--- src/rtl/pmu_pkg.sv ---
`timescale 1ns/1ps
// Package pmu_pkg
// Shared widths and the register address map of the performance monitor.
// Assumes a word-addressed register port with four address bits.
package pmu_pkg;
    localparam int DATA_W  = 32;
    localparam int ADDR_W  = 4;
    localparam int SEL_W   = 5;
    localparam int CYC_BIT = 31;

    typedef enum logic [ADDR_W-1:0] {
        A_CTRL   = 4'd0,
        A_EN_SET = 4'd1,
        A_EN_CLR = 4'd2,
        A_IE_SET = 4'd3,
        A_IE_CLR = 4'd4,
        A_OVF    = 4'd5,
        A_SEL    = 4'd6,
        A_TYPE   = 4'd7,
        A_CNT    = 4'd8,
        A_CYC    = 4'd9
    } pmu_addr_e;
endpackage

--- src/rtl/pmu_event_counter.sv ---
`timescale 1ns/1ps
// Module pmu_event_counter
// One 32-bit event counter with its own event-type register.
// It advances when count_en is high and the chosen event line is high.
// Priority in a cycle: preload write, then zero request, then count.
// ovf_pulse is high in the cycle whose edge wraps the count from all ones to 0.
module pmu_event_counter #(
    parameter int EVT_W = 8,
    localparam int NEVT = 1 << EVT_W
) (
    input  logic                      clk,
    input  logic                      rst_n,
    input  logic                      count_en,
    input  logic [NEVT-1:0]           event_in,
    input  logic                      type_we,
    input  logic                      cnt_we,
    input  logic                      zero,
    input  logic [pmu_pkg::DATA_W-1:0] wdata,
    output logic [pmu_pkg::DATA_W-1:0] cnt,
    output logic [EVT_W-1:0]          evtype,
    output logic                      ovf_pulse
);
    logic hit;

    // Event hit decode and wrap detection
    always_comb begin
        hit       = count_en & event_in[evtype];
        ovf_pulse = hit & ~cnt_we & ~zero & (&cnt);
    end

    // Count and event-type registers
    always_ff @(posedge clk) begin
        if (!rst_n) begin
            cnt    <= '0;
            evtype <= '0;
        end else begin
            if (type_we)
                evtype <= wdata[EVT_W-1:0];
            if (cnt_we)
                cnt <= wdata;
            else if (zero)
                cnt <= '0;
            else if (hit)
                cnt <= cnt + 1'b1;
        end
    end
endmodule

--- src/rtl/pmu_cycle_counter.sv ---
`timescale 1ns/1ps
// Module pmu_cycle_counter
// The 32-bit cycle counter with an optional divide-by-2^PRESC_W prescaler.
// With div_mode set, it steps on the edge where the prescaler wraps.
// A zero request clears both the count and the prescaler. A preload write
// has priority over zeroing and counting.
module pmu_cycle_counter #(
    parameter int PRESC_W = 6
) (
    input  logic                      clk,
    input  logic                      rst_n,
    input  logic                      count_en,
    input  logic                      div_mode,
    input  logic                      zero,
    input  logic                      cnt_we,
    input  logic [pmu_pkg::DATA_W-1:0] wdata,
    output logic [pmu_pkg::DATA_W-1:0] cnt,
    output logic                      ovf_pulse
);
    logic [PRESC_W-1:0] presc;
    logic               tick;

    // Step decision and wrap detection
    always_comb begin
        tick      = count_en & (~div_mode | (&presc));
        ovf_pulse = tick & ~cnt_we & ~zero & (&cnt);
    end

    // Prescaler, runs only while dividing and enabled
    always_ff @(posedge clk) begin
        if (!rst_n || zero)
            presc <= '0;
        else if (count_en && div_mode)
            presc <= presc + 1'b1;
    end

    // Cycle count register
    always_ff @(posedge clk) begin
        if (!rst_n)
            cnt <= '0;
        else if (cnt_we)
            cnt <= wdata;
        else if (zero)
            cnt <= '0;
        else if (tick)
            cnt <= cnt + 1'b1;
    end
endmodule

--- src/rtl/pmu_unit.sv ---
`timescale 1ns/1ps
// Module pmu_unit
// Performance monitor top: control register, set/clear enable pairs, sticky
// overflow flags that are cleared by writing 1, counter select indirection, NUM_CNT event
// counters and one cycle counter. Read data is combinational from addr.
// Assumes NUM_CNT is between 1 and 31, so bit 31 stays free for the cycle counter.
module pmu_unit #(
    parameter int NUM_CNT = 4,
    parameter int EVT_W   = 8,
    parameter int PRESC_W = 6,
    localparam int NEVT   = 1 << EVT_W
) (
    input  logic                       clk,
    input  logic                       rst_n,
    input  logic [pmu_pkg::ADDR_W-1:0] addr,
    input  logic [pmu_pkg::DATA_W-1:0] wdata,
    input  logic                       we,
    output logic [pmu_pkg::DATA_W-1:0] rdata,
    input  logic [NEVT-1:0]            event_in,
    output logic                       irq
);
    import pmu_pkg::*;

    localparam logic [DATA_W-1:0] IMPL_MASK =
        (32'h1 << CYC_BIT) | ((32'h1 << NUM_CNT) - 32'h1);

    logic              ctrl_en, ctrl_div;
    logic [1:0]        ctrl_spare;
    logic [DATA_W-1:0] en_q, ie_q, ovf_q, ovf_set;
    logic [SEL_W-1:0]  sel_q;
    logic              sel_ok;
    logic              wr_ctrl, wr_en_set, wr_en_clr, wr_ie_set, wr_ie_clr;
    logic              wr_ovf, wr_sel, wr_type, wr_cnt, wr_cyc;
    logic              zero_evt, zero_cyc;
    logic [DATA_W-1:0] cnt_arr [NUM_CNT];
    logic [EVT_W-1:0]  type_arr [NUM_CNT];
    logic [NUM_CNT-1:0] evt_ovf;
    logic [DATA_W-1:0] cyc_cnt;
    logic              cyc_ovf;
    logic [DATA_W-1:0] sel_cnt, sel_type;

    // Write strobe decode per register
    always_comb begin
        wr_ctrl   = we && (addr == A_CTRL);
        wr_en_set = we && (addr == A_EN_SET);
        wr_en_clr = we && (addr == A_EN_CLR);
        wr_ie_set = we && (addr == A_IE_SET);
        wr_ie_clr = we && (addr == A_IE_CLR);
        wr_ovf    = we && (addr == A_OVF);
        wr_sel    = we && (addr == A_SEL);
        wr_type   = we && (addr == A_TYPE);
        wr_cnt    = we && (addr == A_CNT);
        wr_cyc    = we && (addr == A_CYC);
        zero_evt  = wr_ctrl && wdata[1];
        zero_cyc  = wr_ctrl && wdata[2];
        sel_ok    = ({27'b0, sel_q} < NUM_CNT);
    end

    // Control and select registers; bits 1 and 2 act as pulses and are not stored
    always_ff @(posedge clk) begin
        if (!rst_n) begin
            ctrl_en    <= 1'b0;
            ctrl_div   <= 1'b0;
            ctrl_spare <= 2'b0;
            sel_q      <= '0;
        end else begin
            if (wr_ctrl) begin
                ctrl_en    <= wdata[0];
                ctrl_div   <= wdata[3];
                ctrl_spare <= wdata[5:4];
            end
            if (wr_sel)
                sel_q <= wdata[SEL_W-1:0];
        end
    end

    // Counter enable and interrupt enable masks, each with a set and a clear register
    always_ff @(posedge clk) begin
        if (!rst_n) begin
            en_q <= '0;
            ie_q <= '0;
        end else begin
            en_q <= ((en_q | (wr_en_set ? wdata : '0)) & ~(wr_en_clr ? wdata : '0)) & IMPL_MASK;
            ie_q <= ((ie_q | (wr_ie_set ? wdata : '0)) & ~(wr_ie_clr ? wdata : '0)) & IMPL_MASK;
        end
    end

    // Gather overflow pulses into flag bit positions
    always_comb begin
        ovf_set                 = '0;
        ovf_set[NUM_CNT-1:0]    = evt_ovf;
        ovf_set[CYC_BIT]        = cyc_ovf;
    end

    // Sticky overflow flags; a new overflow wins over a clear in the same cycle
    always_ff @(posedge clk) begin
        if (!rst_n)
            ovf_q <= '0;
        else
            ovf_q <= ((ovf_q & ~(wr_ovf ? wdata : '0)) | ovf_set) & IMPL_MASK;
    end

    genvar gi;
    generate
        for (gi = 0; gi < NUM_CNT; gi++) begin : g_evt
            logic sel_me;
            assign sel_me = sel_ok && (sel_q == SEL_W'(gi));
            pmu_event_counter #(.EVT_W(EVT_W)) u_cnt (
                .clk      (clk),
                .rst_n    (rst_n),
                .count_en (ctrl_en & en_q[gi]),
                .event_in (event_in),
                .type_we  (wr_type & sel_me),
                .cnt_we   (wr_cnt & sel_me),
                .zero     (zero_evt),
                .wdata    (wdata),
                .cnt      (cnt_arr[gi]),
                .evtype   (type_arr[gi]),
                .ovf_pulse(evt_ovf[gi])
            );
        end
    endgenerate

    pmu_cycle_counter #(.PRESC_W(PRESC_W)) u_cyc (
        .clk      (clk),
        .rst_n    (rst_n),
        .count_en (ctrl_en & en_q[CYC_BIT]),
        .div_mode (ctrl_div),
        .zero     (zero_cyc),
        .cnt_we   (wr_cyc),
        .wdata    (wdata),
        .cnt      (cyc_cnt),
        .ovf_pulse(cyc_ovf)
    );

    // Pick the selected event counter's count and type, 0 when out of range
    always_comb begin
        sel_cnt  = '0;
        sel_type = '0;
        for (int i = 0; i < NUM_CNT; i++) begin
            if (sel_q == SEL_W'(i)) begin
                sel_cnt  = cnt_arr[i];
                sel_type = {{(DATA_W-EVT_W){1'b0}}, type_arr[i]};
            end
        end
    end

    // Read data multiplexer
    always_comb begin
        rdata = '0;
        case (addr)
            A_CTRL:   rdata = {16'b0, 5'(NUM_CNT), 5'b0, ctrl_spare, ctrl_div, 2'b00, ctrl_en};
            A_EN_SET,
            A_EN_CLR: rdata = en_q;
            A_IE_SET,
            A_IE_CLR: rdata = ie_q;
            A_OVF:    rdata = ovf_q;
            A_SEL:    rdata = {27'b0, sel_q};
            A_TYPE:   rdata = sel_type;
            A_CNT:    rdata = sel_cnt;
            A_CYC:    rdata = cyc_cnt;
            default:  rdata = '0;
        endcase
    end

    // Combined interrupt
    assign irq = |(ovf_q & ie_q);
endmodule

--- config.mk ---
export PLATFORM = sky130hd
export DESIGN_NAME = pmu_unit
export DESIGN_NICKNAME = d
export VERILOG_FILES = /design/src/rtl/pmu_pkg.sv /design/src/rtl/pmu_event_counter.sv /design/src/rtl/pmu_cycle_counter.sv /design/src/rtl/pmu_unit.sv
export SDC_FILE = /design/constraint.sdc
export NUM_CORES = 1
export LEC_CHECK = 0
export BUFFER_PORTS_ARGS = -buffer_cell sky130_fd_sc_hd__buf_2
export CAP_MARGIN = 20
export CORE_MARGIN = 2
export CORE_UTILIZATION = 40
export CTS_BUF_LIST = sky130_fd_sc_hd__clkbuf_4
export DETAILED_ROUTE_END_ITERATION = 10
export PLACE_DENSITY_LB_ADDON = 0.05
export SYNTH_ARGS = -nofsm -noshare
export SYNTH_HDL_FRONTEND = slang
export SYNTH_SLANG_ARGS = --single-unit
export TNS_END_PERCENT = 10
--- constraint.sdc ---
create_clock -name clk -period 3.8 [get_ports clk]
set_input_delay 0.57 -clock clk [delete_from_list [all_inputs] [get_ports clk]]
set_output_delay 0.57 -clock clk [all_outputs]
set_load 0.005 [all_outputs]
==> qor.yml <==
synthesis:
  syn_area_mm2: 0.02247
  netlist_instances: 2506
  ys_types: 84
  ys_warn_count: 0
  yosysSeqAreaShare_pct: 19.78
  synth_edf_count: 0
  synth.top_cells.by_count: "286 x nand2_1, 280 x mux4_2, 234 x nor2_1"
  synth_top_area_share_pct: 28.07
  yosysMostFrequentCell: "nand2_1"
  syn_nets: 2807
  synth_area_leaders: "mux4_2 28%, dfxtp_1 20%, nand2_1 4.8%, nor2_1 3.9%, a22oi_1 3.1%"
  avgSynthCellArea_um2: 8.966
  synth.largest_area_cell: "mux4_2"
  ys_async_sr_fraction_pct: 0
  ys_ff_latch: 222
  synth_ff_type: "dfxtp_1"
cts:
  htreeDepth: 3
  cts-root-buf: "clkbuf_4"
  cts_inserted_buffers: 71
  cts_tree: "done"
  hold_buffers: 0
  path_clk_slew_ns: 0.06
  clock-sinks: 222
  clk_latency_ns: 0.82
  clockBufferDepth: 3
worst_setup_path:
  crit_slowest_cell: "a221oi_1"
  worstPathArrival_ns: 3.15
  worstPathRequired_ns: 3.23
  critPathMostFrequentCell: "buf_12"
  start_kind: "register"
  cpPeakStageDelay_ns: 0.70
  path_cells: "nor4_2 -> buf_12 -> and2_2 -> buf_12 -> a221oi_1 -> o211ai_1 -> buf_2"
  r2r_cells: 10
  setup.worst_path.class: "reg2out"
  end_kind: "output port"
  path_max_fanout: 41
timing:
  worst_pin_slew_ns: 0.9784
  tns_ns: 0
  slew-limit-headroom_pct: 34.57
  finalSetupViolations: 0
  max_freq_ghz: 0.2691
  clock_skew_ns: 0.04531
  fin_crit_sh_pct: 97.79
  finalHoldViolCount: 0
  drv_slew: 0
  layout_min_cycle_time_ns: 3.716
  rsz0062_at_grt: "false"
floorplan:
  io_pins: 328
  core_area_mm2: 0.05531
  die_y_um: 241.0
  die_area_mm2: 0.05808
  rows: 86
  start_util_pct: 40.63
  dieWidth_um: 241.0
power:
  sw_frac_of_total_pct: 30.96
  ir_worst_vdd_mv: 0.1574
  power_mw: 5.845
  p_leak_nw: 9.007
  p_seq_share_pct: 40.8
  power.switching_mw: 1.810
  clockPowerShare_pct: 42.3
  p_int_mw: 4.035
  power_density_mw_per_mm2: 221.7
  combPwrFrac_pct: 16.9
status:
  outcome: "completed"
grt:
  grt_pass1_vias: 22680
  gr-usage-all-layers_pct: 34.50
  grt_pass1_wl_um: 149800
  antenna_found_initial: 10
  grt_max_degree: 82
  overflow: 0
place:
  place_congestion: 0.9345
  dp_hpwl_um: 75970
  place.port_buffers: 327
cells_and_area:
  drive_gt1_share_pct: 32.13
  layout.nets: 3116
  area_growth_syn_to_layout_pct: 17.36
hold_path:
  hold_path.class: "in2reg"
  hold_depth: 3
detailed_routing:
  first_pass_iters: 6
  drt_iter0_markers: 2995
  routed_wl_um: 101500
  wl_per_cell_um: 28.02
  drc: 0
  vias_per_cell: 6.706
  vias: 24290
  final_antenna_net_count: 0
run:
  max-cap-violations: 0
## power groups by stage
| stage | sequential [mW] | clock [mW] | combinational, mW |
|---|---|---|---|
| floorplan | 2.42 | 0 | 0.477 |
| global placement | 2.43 | 0 | 0.955 |
| detailed placement | 2.43 | 0 | 0.967 |
| CTS | 2.38 | 2.54 | 0.971 |
| global route | 2.38 | 2.66 | 1.04 |
| finish | 2.38 | 2.47 | 0.989 |
## state kept, by name (all words and copies together), names as in the netlist
register and flops:
g_evt.u_cnt.cnt 128, g_evt.u_cnt.evtype 32, u_cyc.cnt 32, u_cyc.presc 6, en_q 5, ie_q 5, ovf_q 5, sel_q 5
ctrl_spare 2, ctrl_div 1, ctrl_en 1
## worst max-delay path, delay by kind of cell (launching register included)
| kind | cells | cell delay (ns) |
|---|---|---|
| simple gates | 2 | 0.39 |
| buf+inv | 3 | 0.56 |
| compound gates | 2 | 0.92 |
| flops | 1 | 0.44 |
## layout make-up
cell class / count / area (um2)
antenna: 11 / 27.53
clock buffer: 98 / 735.7
clock inverter: 23 / 115.1
fill: 5460 / 28940
inverter: 27 / 106.4
multi-input combinational: 2019 / 16920
sequential: 222 / 4468
tap: 748 / 935.9
timing repair buffer: 474 / 3065
## routing by layer
layer,vias to the layer above,track usage (%),part of all wire [%]
met2,1412,53.47,46
met3,189,7.720,9.7
met4,6,9.951,2.5
met1,12120,48.24,42
li1,10560,-,-
met5,-,0,0.040
## cell families after synthesis
| logic type | share of synthesized area, % |
|---|---|
| xor gates and xnor gates | 3.352 |
| and+or+nand+nor | 19.56 |
| adders and majority gates | 0.3341 |
| AOI/OAI and AO/OA | 20.20 |
| DFF | 19.78 |
| buffers and inverters | 5.307 |
| muxes | 31.47 |
## what timing repair did
item                                    in CTS  in global routing
endpoints found under the setup margin       0                 41
buffers inserted                             0                  7
resized for setup                            0                  7
## per-stage QoR
stage	hold slack (ns)	area, um2	utilization (%)	worst slack (ns)	instances
6_report	0.1427	26370	47.68	0.08395	3622
5_1_grt	0.1425	26360	47.65	0.02178	3617
3_3_place_gp	0.4436	25390	45.91	0.1914	3483
3_5_place_dp	0.4557	25390	45.91	0.1345	3483
4_1_cts	0.1060	26240	47.45	0.05761	3604
2_1_floorplan	0.4357	22470	-	0.5820	2506
## placed cells by master, fill, tap and decap left out, drive strengths merged, types with 14 or more instances in the layout
master and count:
o21ai 103, a22oi 93, and4 14, dfxtp 222, nor3 68, nor2 235, nand2 287, mux2i 64
xnor2 47, nor4 18, a221oi 50, buf 474, o211ai 14, xor2 39, a21oi 133, nand2b 16
clkinv 21, and3 39, clkbuf 98, mux4 283, inv 28, nor2b 21, a31oi 20, nand4 39
nand3 119, and2 24, a211oi 84
## path summary, 6_finish.rpt
path,slack [ns],end,startpoint
worst max-delay path,0.08,rdata[31],sel_q[4]$_SDFFE_PN0P_
worst min-delay path,0.14,u_cyc.cnt[20]$_SDFFE_PN0P_,wdata[20]
worst max register to register,0.22,g_evt[0].u_cnt.cnt[10]$_SDFFE_PN0P_,g_evt[0].u_cnt.evtype[0]$_SDFFE_PN0P_
worst min register to register,0.47,ctrl_spare[1]$_SDFFE_PN0P_,ctrl_spare[1]$_SDFFE_PN0P_
Note: power is estimated with default switching activity, not from simulation.
